File: config.mk
export PLATFORM = sky130hd
export DESIGN_NAME = sat_alu_unit
export DESIGN_NICKNAME = d
export VERILOG_FILES = /design/src/rtl/sat_pkg.sv /design/src/rtl/sat_decode.sv /design/src/rtl/sat_addsub.sv /design/src/rtl/sat_alu_unit.sv
export SDC_FILE = /design/constraint.sdc
export NUM_CORES = 1
export LEC_CHECK = 0
export ABC_AREA = 1
export BUFFER_PORTS_ARGS = -buffer_cell sky130_fd_sc_hd__buf_2
export CORE_ASPECT_RATIO = 0.8
export CORE_MARGIN = 2
export CORE_UTILIZATION = 30
export DETAILED_ROUTE_END_ITERATION = 10
export PLACE_DENSITY_LB_ADDON = 0.2
export SYNTH_ARGS = -nofsm -noshare
export SYNTH_HDL_FRONTEND = slang
export SYNTH_SLANG_ARGS = --single-unit
File: constraint.sdc
create_clock -name clk_i -period 0.8 [get_ports clk_i]
set_input_delay 0.08 -clock clk_i [delete_from_list [all_inputs] [get_ports clk_i]]
set_output_delay 0.08 -clock clk_i [all_outputs]
set_load 0.01 [all_outputs]
File: src/rtl/sat_pkg.sv
package sat_pkg;
  localparam int DATA_W  = 32;
  localparam int IDX_W   = 4;
  localparam int COND_W  = 4;
  localparam int COND_LO = 28;
  localparam int OP_LO   = 21;
  localparam int RN_LO   = 16;
  localparam int RD_LO   = 12;
  localparam int RM_LO   = 0;
  localparam logic [COND_W-1:0] COND_ALWAYS = 4'hE;

  typedef enum logic [1:0] {
    OP_ADD  = 2'd0,
    OP_SUB  = 2'd1,
    OP_DADD = 2'd2,
    OP_DSUB = 2'd3
  } sat_op_e;

  typedef struct packed {
    logic [COND_W-1:0] cond;
    sat_op_e           op;
    logic [IDX_W-1:0]  rn;
    logic [IDX_W-1:0]  rd;
    logic [IDX_W-1:0]  rm;
  } sat_fields_t;
endpackage

File: src/rtl/sat_decode.sv
module sat_decode
  import sat_pkg::*;
(
  input  logic [DATA_W-1:0] instr_i,
  input  logic              valid_i,
  input  logic              cond_pass_i,
  output sat_fields_t       fields_o,
  output logic              exec_o
);
  always_comb begin
    fields_o.cond = instr_i[COND_LO +: COND_W];
    fields_o.op   = sat_op_e'(instr_i[OP_LO +: 2]);
    fields_o.rn   = instr_i[RN_LO +: IDX_W];
    fields_o.rd   = instr_i[RD_LO +: IDX_W];
    fields_o.rm   = instr_i[RM_LO +: IDX_W];
  end

  assign exec_o = valid_i && ((fields_o.cond == COND_ALWAYS) || cond_pass_i);
endmodule

File: src/rtl/sat_addsub.sv
module sat_addsub #(
  parameter int W = 32
) (
  input  logic         sub_i,
  input  logic [W-1:0] a_i,
  input  logic [W-1:0] b_i,
  output logic [W-1:0] y_o,
  output logic         sat_o
);
  localparam logic [W-1:0] MAX_POS = {1'b0, {(W-1){1'b1}}};
  localparam logic [W-1:0] MIN_NEG = {1'b1, {(W-1){1'b0}}};

  logic [W-1:0] raw;
  logic         ovf;

  always_comb begin
    raw = sub_i ? (a_i - b_i) : (a_i + b_i);
    // add: like signs in; sub: unlike signs in; then result sign departs from a
    ovf = ((a_i[W-1] ^ b_i[W-1]) == sub_i) && (raw[W-1] != a_i[W-1]);
    y_o   = ovf ? (raw[W-1] ? MAX_POS : MIN_NEG) : raw;
    sat_o = ovf;
  end
endmodule

File: src/rtl/sat_alu_unit.sv
module sat_alu_unit
  import sat_pkg::*;
(
  input  logic              clk_i,
  input  logic              rst_ni,
  input  logic              valid_i,
  input  logic [DATA_W-1:0] instr_i,
  input  logic [DATA_W-1:0] rm_val_i,
  input  logic [DATA_W-1:0] rn_val_i,
  input  logic              cond_pass_i,
  input  logic              sat_clr_i,
  output logic [IDX_W-1:0]  rm_idx_o,
  output logic [IDX_W-1:0]  rn_idx_o,
  output logic              valid_o,
  output logic              rd_we_o,
  output logic [IDX_W-1:0]  rd_idx_o,
  output logic [DATA_W-1:0] result_o,
  output logic              sat_flag_o
);
  sat_fields_t       fld;
  logic              exec;
  logic [DATA_W-1:0] dbl_y, fin_b, fin_y;
  logic              dbl_sat, fin_sat, sat_evt;

  sat_decode u_dec (
    .instr_i    (instr_i),
    .valid_i    (valid_i),
    .cond_pass_i(cond_pass_i),
    .fields_o   (fld),
    .exec_o     (exec)
  );

  assign rm_idx_o = fld.rm;
  assign rn_idx_o = fld.rn;

  // doubling stage: Rn + Rn, clamped
  sat_addsub #(.W(DATA_W)) u_dbl (
    .sub_i(1'b0),
    .a_i  (rn_val_i),
    .b_i  (rn_val_i),
    .y_o  (dbl_y),
    .sat_o(dbl_sat)
  );

  assign fin_b = fld.op[1] ? dbl_y : rn_val_i;

  sat_addsub #(.W(DATA_W)) u_fin (
    .sub_i(fld.op[0]),
    .a_i  (rm_val_i),
    .b_i  (fin_b),
    .y_o  (fin_y),
    .sat_o(fin_sat)
  );

  assign sat_evt = fin_sat || (fld.op[1] && dbl_sat);

  always_ff @(posedge clk_i or negedge rst_ni) begin
    if (!rst_ni) begin
      valid_o    <= 1'b0;
      rd_we_o    <= 1'b0;
      rd_idx_o   <= '0;
      result_o   <= '0;
      sat_flag_o <= 1'b0;
    end else begin
      valid_o    <= valid_i;
      rd_we_o    <= exec;
      if (exec) begin
        result_o <= fin_y;
        rd_idx_o <= fld.rd;
      end
      // set wins over clear in the same cycle
      sat_flag_o <= (sat_flag_o && !sat_clr_i) || (exec && sat_evt);
    end
  end

  assert_we_valid_R7: assert property (@(posedge clk_i) disable iff (!rst_ni)
    rd_we_o |-> valid_o);

  assert_flag_sticky_R9: assert property (@(posedge clk_i) disable iff (!rst_ni)
    (sat_flag_o && !sat_clr_i) |=> sat_flag_o);

  assert_evt_sets_R9: assert property (@(posedge clk_i) disable iff (!rst_ni)
    (exec && (dbl_sat || fin_sat) && (fld.op[1] || fin_sat)) |=> sat_flag_o);

  assert_clr_R10: assert property (@(posedge clk_i) disable iff (!rst_ni)
    (sat_clr_i && !exec) |=> !sat_flag_o);

  assert_skip_R8: assert property (@(posedge clk_i) disable iff (!rst_ni)
    (valid_i && !exec && !sat_clr_i) |=> ($stable(sat_flag_o) && $stable(result_o) && !rd_we_o));
endmodule

==> results of run 1 <==
-- worst min-delay path by stage --
stage                 start  depth (start not counted)                 endpoint
global placement     rst_ni                          2        valid_o$_DFF_PN0_
detailed placement   rst_ni                          2        valid_o$_DFF_PN0_
global route        valid_i                          2        valid_o$_DFF_PN0_
CTS                 valid_i                          2        valid_o$_DFF_PN0_
finish              valid_i                          2        valid_o$_DFF_PN0_
floorplan            rst_ni                          0  rd_idx_o[0]$_DFFE_PN0P_
-- worst register-to-register path, cell delays in order (launching register included) --
cell	delay, ps
sky130_fd_sc_hd__dfrtp_1	410
sky130_fd_sc_hd__buf_4	140
sky130_fd_sc_hd__nor2_1	140
sky130_fd_sc_hd__a21oi_2	50
-- cell usage after synthesis (all sizes together) --
cell      n
nand2   241
nor2    100
a21oi    69
inv      53
dfrtp    39
xor2     39
ha       33
or2      28
o21ai    24
buf      20
nand3    20
xnor2    19
clkbuf    9
a31oi     8
nand4     6
o21bai    6
a21boi    5
nor3      5
a21o      2
o21a      2
o221ai    2
a22oi     1
a41o      1
clkinv    1
fa        1
o211ai    1
o22ai     1
o31ai     1
-- flip-flops by register name (all words and copies together), names as in the netlist --
| name | count |
|---|---|
| result_o | 32 |
| valid_o | 1 |
| rd_idx_o | 4 |
| sat_flag_o | 1 |
| rd_we_o | 1 |
-- per-stage QoR --
step | setup WS [ps] | cells | cell area, um2 | power, mW
finish | -3090 | 1283 | 8030 | 15.5
global placement | -3340 | 1218 | 6810 | 11.0
detailed placement | -3440 | 1218 | 6810 | 11.0
floorplan | -2860 | 737 | 4750 | 7.32
global route | -3330 | 1283 | 8030 | 16.8
CTS | -3000 | 1265 | 7650 | 14.7
-- power groups by stage --
stage	Combinational, mW	Clock [mW]	Sequential (mW)
floorplan	4.19	0	3.13
global placement	8.10	0	2.90
detailed placement	8.15	0	2.88
CTS	9.96	1.86	2.88
global route	11.9	1.96	2.96
finish	10.8	1.83	2.90
-- logic make-up after synthesis --
logic type               share of synthesized area (%)
flip-flops                                        21.0
AND/OR/NAND/NOR                                   35.6
XOR/XNOR                                          10.9
AO/OA/AOI/OAI                                     14.9
buffers and inverters                             8.36
adder cells (fa/ha/maj)                           9.30
-- per-layer routing --
layer	share of wire (%)	vias to the layer above	routed length (um)	track usage [%]
met5	0	-	0	0
met4	0.61	0	97	1.70
met3	3.8	11	602	2.73
met2	46	103	7250	33.0
met1	50	2578	7890	27.3
li1	-	3045	-	-
-- layout make-up --
type	instances	area [um2]	area share (%)
sequential	39	976	12.1
tap	210	263	3.27
multi-input combinational	615	3800	47.4
timing repair buffer	359	2640	32.9
clock buffer	6	129	1.60
inverter	54	220	2.74
-- repair_timing --
item                                    in CTS  in global routing
pin swaps                                   16                 30
setup buffers                               33                 17
endpoints found under the setup margin      72                 72
hold buffers                                 5                  0
endpoints found under the hold margin       43                  0
resized for setup                           91                 58
cloned                                       3                  1
==> qor_table.md, run 1 <==
| Group | Parameter | Reported |
|---|---|---|
| grt | Global-route usage over all layers | 19.4% |
| synthesis | Number of distinct standard cells referenced by the synthesized netlist | 40 |
| sta | Number of setup violations in the final report | 72 |
| pwr | Net switching component of the power | 6.35 mW |
| worst setup path | Register-to-register setup slack | -60 ps |
| layout | Share of the core filled with cells in the final layout | 53.2% |
| run | MaxCap Viol Count | 0 |
| layout | Most common library cell in the layout ignoring fill and taps | sky130_fd_sc_hd__buf_4 |
| synthesis | Mapped Cells | 737 |
| layout | Area growth, synth to finish | 72.6% |
| pwr | Internal power | 9.17 mW |
| layout | Fraction of layout instances using a drive strength above 1 | 46.0% |
| sta | Slew of the pin with the lowest slew margin | 351 ps |
| synthesis | Per-instance average area after synthesis | 6.32 um2 |
| sta | Slew margin rel. | 76.3% |
| layout | Diode insertion count for antenna repair | 0 |
| layout | Top library cells by usage in the layout, fill and taps aside | sky130_fd_sc_hd__buf_4 (225), sky130_fd_sc_hd__nand2_1 (186), sky130_fd_sc_hd__buf_2 (107) |
| clocking | Clock tree from TritonCTS | built |
| pwr | Sequential group share of total power | 18.7% |
| worst setup path | Dominant cell type by count on the critical path | sky130_fd_sc_hd__buf_4 |
| worst setup path | FF-to-FF End | result_o[12]$_DFFE_PN0P_ |
| layout | Count of nets after finishing | 1,209 |
| synthesis | Synth Register Bits | 39 |
| sta | Number of slew-limit violations in the final report | 0 |
| worst setup path | Critical path capture point type | flip-flop |
| worst setup path | Type of origin of the critical path | input port |
| layout | Fill cell instance count of the final layout | 1,551 |
| outcome | Violations in the final reports | setup timing |
| outcome | Result of the run | finished, violations left |
| clocking | Sinks on the clock net | 39 |
| worst setup path | Required time at the endpoint of the critical path | 1010 ps |
| route | Average routed wire per standard cell | 12.3 um |
| pwr | P per Cell Area | 1930 nW/um2 |
| clocking | Latest clock arrival within the worst-skew pair | 280 ps |
| floorplan | Standard-cell rows | 40 |
| grt | Global-route wire length before repair | 26.1 mm |
| worst setup path | Crit path buf inv count | 23 |
| route | DR pass1 iterations | 4 |
| synthesis | Post-synthesis instance area | 4650 um2 |
| floorplan | Die height | 115 um |
| clocking | H-tree lvl count | 2 |
| grt | Via count of the first global-routing pass | 5,625 |
| worst setup path | Largest fanout on the critical path | 8 |
| synthesis | Sequential-to-total area share from yosys stat | 21.0% |
| pwr | Sw Ratio | 40.9% |
| worst setup path | Critical path's top delay family | buffers and inverters |
| route | First-iteration detailed-routing DRC count | 247 |
| route | Detailed Route WL | 15.8 mm |
| grt | Number of antenna violations at the first check in global routing | 0 |
| placement | Hpwl dp | 12.3 mm |
| placement | Number of buffers inserted by port buffering | 117 |
| floorplan | Starting Density | 30.8% |
| sta | Worst setup margin | -3090 ps |
| pwr | Clock network fraction of total power | 11.8% |
| synthesis | Syn nets | 872 |
| clocking | Buffer depth of the longest clock path | 2 |
| synthesis | Fraction of post-synthesis cell area in the top cell type by area | 21.0% |
| pwr | Combinational power share | 69.5% |
| floorplan | Top-Level Pins | 148 |
| floorplan | Die area | 16,500 um2 |
| worst setup path | Cell type of the slowest stage on the worst timing path | sky130_fd_sc_hd__ha_4 |
| sta | Crit path time final | 3890 ps |
| route | Detail-routed via count per cell | 4.47 |
| worst setup path | Class of the most critical setup path | in -> reg |
| sta | WHS | 24.0 ps |
| clocking | CTS Buf Count | 5 |
| grt | Pin count of the biggest net entering global routing | 40 |
| synthesis | Cells taking the most area after synthesis | sky130_fd_sc_hd__dfrtp_1 (21%), sky130_fd_sc_hd__nand2_1 (19%), sky130_fd_sc_hd__ha_1 (8.9%) |
| sta | Final hold viol count | 0 |
| worst setup path | Worst reg2reg path startpoint | result_o[12]$_DFFE_PN0P_ |
| synthesis | Cell type contributing the most total cell area after synthesis | sky130_fd_sc_hd__dfrtp_1 |
| sta | Tcrit/Tclk final | 487% |
| worst setup path | Instance count on the critical path | 34 |
| route | Vias | 5,737 |
| sta | Final Skew | 0 ps |
| worst setup path | R2r worst-path depth | 3 |
| worst setup path | Origin of the worst setup path | rn_val_i[31] |
| worst setup path | Data arrival time at the worst-slack endpoint | 4100 ps |
| worst setup path | Critical path destination | result_o[12]$_DFFE_PN0P_ |
| sta | Summed negative setup slack over all endpoints | -104,340 ps |
| min path | Worst hold path type | in -> reg |
| placement | Final GP Congestion | 0.840 |
| pwr | Leakage power figure | 4.18 nW |
| sta | Achievable frequency | 257 MHz |
| floorplan | Width of the die | 143 um |
| pwr | Worst-case vdd ir drop | 1.06 mV |
| grt | Sum of overflow across all layers after global routing | 0 |
| clocking | Clock slew at reported path FFs | 50 ps |
| floorplan | Std-Cell Core Area | 15,100 um2 |
| clocking | Root cell of the clock tree | sky130_fd_sc_hd__clkbuf_16 |
| synthesis | Yosys warnings | 0 |
| sta | RSZ-0062 raised after global routing | yes |
| route | Remaining antenna violation count after routing | 0 |
| route | Count of unresolved DRC violations after routing | 0 |
| worst setup path | Worst stage delay on the critical path | 280 ps |
Power figures use the tool's default switching activity.
==> inputs of run 2 (changes only) <==
--- a/config.mk
+++ b/config.mk
@@ -11,7 +11,6 @@
 export CORE_MARGIN = 2
 export CORE_UTILIZATION = 30
 export DETAILED_ROUTE_END_ITERATION = 10
-export PLACE_DENSITY_LB_ADDON = 0.2
 export SYNTH_ARGS = -nofsm -noshare
 export SYNTH_HDL_FRONTEND = slang
 export SYNTH_SLANG_ARGS = --single-unit
==> qor_table.md, run 2 (same netlist as run 1, synthesis figures left out) <==
| Group | Parameter | Reported |
|---|---|---|
| min path | Worst hold path type | in -> reg |
| route | First-iteration detailed-routing DRC count | 222 |
| pwr | Total chip power | 15.2 mW |
| sta | Slew of the pin with the lowest slew margin | 362 ps |
| worst setup path | Cell type of the slowest stage on the worst timing path | sky130_fd_sc_hd__ha_1 |
| clocking | Latest clock arrival within the worst-skew pair | 280 ps |
| outcome | Result of the run | finished, violations left |
| floorplan | Die height | 115 um |
| clocking | Buffer depth of the longest clock path | 2 |
| layout | Most common library cell in the layout ignoring fill and taps | sky130_fd_sc_hd__buf_4 |
| worst setup path | Data arrival time at the worst-slack endpoint | 3990 ps |
| worst setup path | Largest fanout on the critical path | 16 |
| clocking | Sinks on the clock net | 39 |
| sta | Final hold viol count | 0 |
| grt | Sum of overflow across all layers after global routing | 0 |
| route | Detail-routed via count per cell | 4.45 |
| worst setup path | Required time at the endpoint of the critical path | 970 ps |
| sta | Crit path time final | 3830 ps |
| layout | Fraction of layout instances using a drive strength above 1 | 40.8% |
| layout | Top library cells by usage in the layout, fill and taps aside | sky130_fd_sc_hd__buf_4 (215), sky130_fd_sc_hd__nand2_1 (212), sky130_fd_sc_hd__buf_2 (107) |
| placement | Final GP Congestion | 0.859 |
| floorplan | Width of the die | 143 um |
| route | Count of unresolved DRC violations after routing | 0 |
| layout | Final design instance area without fill | 7710 um2 |
| layout | Multi-input gate area in the final layout | 3550 um2 |
| grt | Number of antenna violations at the first check in global routing | 0 |
| worst setup path | Critical path capture point type | flip-flop |
| floorplan | Std-Cell Core Area | 15,100 um2 |
| worst setup path | Class of the most critical setup path | in -> reg |
| worst setup path | Dominant cell type by count on the critical path | sky130_fd_sc_hd__nand2_2 |
| floorplan | Starting Density | 30.8% |
| grt | Global-route wire length before repair | 25.3 mm |
| floorplan | Die area | 16,500 um2 |
| clocking | CTS Buf Count | 5 |
| placement | Worst slack at placement | -3470 ps |
| grt | Pin count of the biggest net entering global routing | 40 |
| layout | Count of nets after finishing | 1,197 |
| layout | Diode insertion count for antenna repair | 0 |
| route | DR pass1 iterations | 4 |
| route | Vias | 5,668 |
| route | Remaining antenna violation count after routing | 0 |
| pwr | P per Cell Area | 1970 nW/um2 |
| layout | Number of flip-flops under the largest register name | 32 |
| floorplan | Top-Level Pins | 148 |
| sta | Tcrit/Tclk final | 478% |
| worst setup path | Worst stage delay on the critical path | 330 ps |
| placement | Cell area after placement | 6800 um2 |
| placement | Number of buffers inserted by port buffering | 117 |
| sta | RSZ-0062 raised after global routing | yes |
| pwr | Leakage power figure | 4.04 nW |
| sta | Final Skew | 0 ps |
| run | MaxCap Viol Count | 0 |
| route | Average routed wire per standard cell | 12.2 um |
| outcome | Violations in the final reports | setup timing |
| grt | Global-route usage over all layers | 18.8% |
| sta | Slew margin rel. | 75.9% |
| layout | Area taken by flip-flops and latches | 976 um2 |
| sta | Achievable frequency | 261 MHz |
| placement | Hpwl dp | 12.3 mm |
| clocking | H-tree lvl count | 2 |
| layout | Regs by FF count | result_o: 32 flops, rd_idx_o: 4 flops |
| sta | Worst setup margin | -3030 ps |
| layout | Register name with the most flops | result_o |
| sta | WHS | 48.2 ps |
| route | Detailed Route WL | 15.5 mm |
| clocking | Clock tree from TritonCTS | built |
| sta | Summed negative setup slack over all endpoints | -102,530 ps |
| grt | Via count of the first global-routing pass | 5,456 |
| sta | Number of slew-limit violations in the final report | 0 |
| pwr | Worst-case vdd ir drop | 1.18 mV |
| layout | Fill cell instance count of the final layout | 1,568 |
| clocking | Root cell of the clock tree | sky130_fd_sc_hd__clkbuf_16 |
| clocking | Clock slew at reported path FFs | 60 ps |
| layout | Area growth, synth to finish | 65.6% |
| worst setup path | Type of origin of the critical path | input port |
| sta | Number of setup violations in the final report | 72 |
| floorplan | Standard-cell rows | 40 |
run 2: changes by cell type in the layout (fill, tap and decap cells not counted), sizes merged:
cell	change
bufinv	+2
clkinvlp	+1
dlygate4sd3	+1
buf	-12
clkbuf	-2
run 2: through the flow:
step / utilization, % / instances
finish: 51.0 / 1273
global route: 51.0 / 1273
CTS: 49.5 / 1259
detailed placement: 45.0 / 1216
global placement: 45.0 / 1216
floorplan: - / 737
run 2: final timing paths:
| check | from | endpoint | slack (ps) | cells after the start |
|---|---|---|---|---|
| min | sat_clr_i | sat_flag_o$_DFF_PN0_ | 50 | 4 |
| min in group asynchronous | rst_ni | valid_o$_DFF_PN0_ | 290 | 3 |
| max | rn_val_i[31] | result_o[13]$_DFFE_PN0P_ | -3030 | 33 |
| max reg2reg | result_o[11]$_DFFE_PN0P_ | result_o[11]$_DFFE_PN0P_ | -70 | 3 |
| min reg2reg | result_o[31]$_DFFE_PN0P_ | result_o[31]$_DFFE_PN0P_ | 470 | 2 |
| max in group asynchronous | rst_ni | result_o[15]$_DFFE_PN0P_ | 300 | 3 |
run 2: what timing repair did:
item / in CTS / in global routing
endpoints found under the hold margin: 44 / 0
gates resized for setup: 47 / 28
pin swaps: 10 / 17
gates cloned: 2 / 0
hold buffers: 6 / 0
endpoints found under the setup margin: 72 / 72
setup buffers: 27 / 14
run 2: area by class of cell:
cell class / instances / area share (%)
Sequential cell: 39 / 12.7
Timing Repair Buffer: 347 / 32.6
Tap cell: 210 / 3.41
Clock buffer: 5 / 1.62
Inverter: 54 / 2.82
Multi-Input combinational cell: 615 / 46.0
Clock inverter: 3 / 0.876
run 2: critical path, delay by kind of cell:
family / cells / cell delay [ps]
adder cells (fa/ha/maj): 3 / 830
XOR/XNOR: 1 / 130
AO/OA/AOI/OAI: 5 / 760
AND/OR/NAND/NOR: 18 / 1630
buffers and inverters: 6 / 550
run 2: routing by layer:
metal  global-route usage [%]  vias to the layer above  wire [um]
li1                         -                     3009          -
met1                     25.9                     2555       7630
met4                     1.05                        0         32
met3                     3.10                        4        607
met2                     32.9                      100       7220
met5                        0                        -          0
run 2: power breakdown:
group	switching, mW	leakage, nW	internal (mW)	total, mW
clock network	0.793	0.0900	1.79	2.58
logic	4.66	3.50	5.06	9.72
registers	0.357	0.447	2.54	2.90
total	5.81	4.04	9.38	15.2
==> inputs of run 3 (changes only) <==
--- a/config.mk
+++ b/config.mk
@@ -13,4 +13,5 @@
 export DETAILED_ROUTE_END_ITERATION = 10
 export SYNTH_ARGS = -nofsm -noshare
 export SYNTH_HDL_FRONTEND = slang
+export SYNTH_HIERARCHICAL = 1
 export SYNTH_SLANG_ARGS = --single-unit
==> qor_table.md, run 3 <==
| Group | Parameter | Reported |
|---|---|---|
| clocking | Clock tree from TritonCTS | built |
| clocking | Buffer depth of the longest clock path | 2 |
| floorplan | Top-Level Pins | 148 |
| sta | Number of slew-limit violations in the final report | 0 |
| synthesis | Post-synthesis instance area | 9030 um2 |
| min path | Worst Hold Endpoint | rd_idx_o[3]$_DFFE_PN0P_ |
| pwr | Total chip power | 27.1 mW |
| synthesis | Yosys warnings | 6 |
| worst setup path | Class of the most critical setup path | in -> reg |
| sta | Worst setup margin | -5430 ps |
| route | Count of unresolved DRC violations after routing | 0 |
| layout | Fraction of layout instances using a drive strength above 1 | 42.8% |
| layout | Fill cell instance count of the final layout | 3,023 |
| worst setup path | Type of origin of the critical path | input port |
| sta | Crit path time final | 6230 ps |
| sta | Summed negative setup slack over all endpoints | -181,000 ps |
| sta | Number of setup violations in the final report | 72 |
| min path | Worst hold path cell count | 3 |
| worst setup path | Largest fanout on the critical path | 7 |
| layout | Register name with the most flops | result_o |
| sta | Tcrit/Tclk final | 779% |
| layout | Area taken by flip-flops and latches | 976 um2 |
| clocking | Latest clock arrival within the worst-skew pair | 290 ps |
| worst setup path | Required time at the endpoint of the critical path | 970 ps |
| placement | DP Cell Count | 2,384 |
| worst setup path | R2r worst-path depth | 4 |
| layout | Multi-input gate area in the final layout | 7220 um2 |
| sta | Final hold viol count | 0 |
| run | MaxCap Viol Count | 0 |
| worst setup path | Dominant cell type by count on the critical path | sky130_fd_sc_hd__nand2_2 |
| route | Remaining antenna violation count after routing | 0 |
| route | Average routed wire per standard cell | 13.4 um |
| layout | Share of the core filled with cells in the final layout | 48.3% |
| placement | Number of buffers inserted by port buffering | 117 |
| worst setup path | Worst reg2reg path startpoint | result_o[5]$_DFFE_PN0P_ |
| sta | Slew margin rel. | 52.4% |
| clocking | Root cell of the clock tree | sky130_fd_sc_hd__clkbuf_16 |
| route | First-iteration detailed-routing DRC count | 777 |
| worst setup path | Register-to-register setup slack | -60 ps |
| pwr | Leakage power figure | 7.80 nW |
| worst setup path | Data arrival time at the worst-slack endpoint | 6400 ps |
| route | DR pass1 iterations | 5 |
| clocking | Clock slew at reported path FFs | 70 ps |
| synthesis | Per-instance average area after synthesis | 6.07 um2 |
| pwr | P per Cell Area | 1900 nW/um2 |
| layout | Most common library cell in the layout ignoring fill and taps | sky130_fd_sc_hd__buf_4 |
| outcome | Violations in the final reports | setup timing |
| min path | Worst min-delay path startpoint | instr_i[15] |
| floorplan | Starting Density | 30.6% |
| layout | Top library cells by usage in the layout, fill and taps aside | sky130_fd_sc_hd__buf_4 (470), sky130_fd_sc_hd__nand2_1 (371), sky130_fd_sc_hd__inv_1 (201) |
| grt | Number of antenna violations at the first check in global routing | 3 |
| placement | Worst slack at placement | -5960 ps |
| floorplan | Die area | 31,500 um2 |
| placement | Final GP Congestion | 0.969 |
| clocking | Sinks on the clock net | 39 |
| route | Detailed Route WL | 33.0 mm |
| worst setup path | Worst stage delay on the critical path | 340 ps |
| grt | Global-route usage over all layers | 20.7% |
| layout | Number of flip-flops under the largest register name | 32 |
| layout | Regs by FF count | result_o: 32 flops, rd_idx_o: 4 flops |
| grt | Via count of the first global-routing pass | 10,980 |
| worst setup path | Cell type of the slowest stage on the worst timing path | sky130_fd_sc_hd__ha_1 |
| pwr | Worst-case vdd ir drop | 0.946 mV |
| min path | Worst hold path type | in -> reg |
| floorplan | Standard-cell rows | 56 |
| worst setup path | Critical path capture point type | flip-flop |
| placement | Hpwl dp | 27.8 mm |
| outcome | Result of the run | finished, violations left |
| floorplan | Std-Cell Core Area | 29,500 um2 |
| grt | Global-route wire length before repair | 53.1 mm |
| sta | Slew of the pin with the lowest slew margin | 711 ps |
| grt | Pin count of the biggest net entering global routing | 40 |
| route | Vias | 11,380 |
| layout | Area growth, synth to finish | 57.8% |
| worst setup path | FF-to-FF End | result_o[5]$_DFFE_PN0P_ |
| sta | RSZ-0062 raised after global routing | yes |
| sta | Achievable frequency | 161 MHz |
| floorplan | Width of the die | 198 um |
| clocking | CTS Buf Count | 5 |
| synthesis | Mapped Cells | 1,489 |
| floorplan | Die height | 159 um |
| sta | Final Skew | 0 ps |
| grt | Sum of overflow across all layers after global routing | 0 |
| clocking | H-tree lvl count | 2 |
| route | Detail-routed via count per cell | 4.61 |
| layout | Fin cells | 2,467 |
| layout | Count of nets after finishing | 2,224 |
run 3: critical path: cells and delay by family:
family          cells  cell delay [ps]
simple gates       33             3260
fa+ha+maj           4              890
buf+inv            11              960
xor+xnor            2              310
compound gates      8              880
run 3: worst max-delay path by stage:
stage / start / endpoint
floorplan: rn_val_i[1] / sat_flag_o$_DFF_PN0_
finish: rn_val_i[1] / result_o[18]$_DFFE_PN0P_
detailed placement: rn_val_i[1] / result_o[16]$_DFFE_PN0P_
global route: rn_val_i[1] / result_o[18]$_DFFE_PN0P_
global placement: rn_val_i[1] / sat_flag_o$_DFF_PN0_
CTS: rn_val_i[0] / result_o[16]$_DFFE_PN0P_
run 3: metrics by stage:
| step | area [um2] | hold WS (ps) |
|---|---|---|
| 2_1_floorplan | 9160 | -216 |
| 3_3_place_gp | 13100 | 58.6 |
| 3_5_place_dp | 13100 | 64.6 |
| 4_1_cts | 13800 | 4.98 |
| 5_1_grt | 14200 | 26.2 |
| 6_report | 14200 | 5.94 |
run 3: layout make-up:
class | instances | share of cell area [%]
multi-input combinational | 1190 | 50.7
tap | 406 | 3.56
clock inverter | 3 | 0.325
timing repair buffer | 606 | 31.8
sequential | 39 | 6.85
clock buffer | 5 | 0.878
antenna | 3 | 0.0527
inverter | 215 | 5.86
run 3: repair_timing:
item	4_1_cts	5_1_grt
setup endpoints to repair	72	74
hold buffers	5	0
gates resized for setup	75	44
endpoints found under the hold margin	43	0
buffers inserted	39	25
pin swaps	47	40
cloned	1	2
run 3: where the power goes:
group	switching, mW	total (mW)	internal, mW	leakage [nW]
Combinational	11.0	21.7	10.7	7.24
Clock	0.861	2.34	1.48	0.0804
Sequential	0.440	3.14	2.70	0.481
Total	12.3	27.1	14.9	7.80
run 3: layer usage:
metal | up-vias | track usage (%) | routed length, um
met1 | 5199 | 29.8 | 16400
met5 | - | 0 | 14
met2 | 280 | 33.1 | 14400
li1 | 5874 | - | -
met4 | 2 | 2.84 | 383
met3 | 25 | 3.05 | 1930
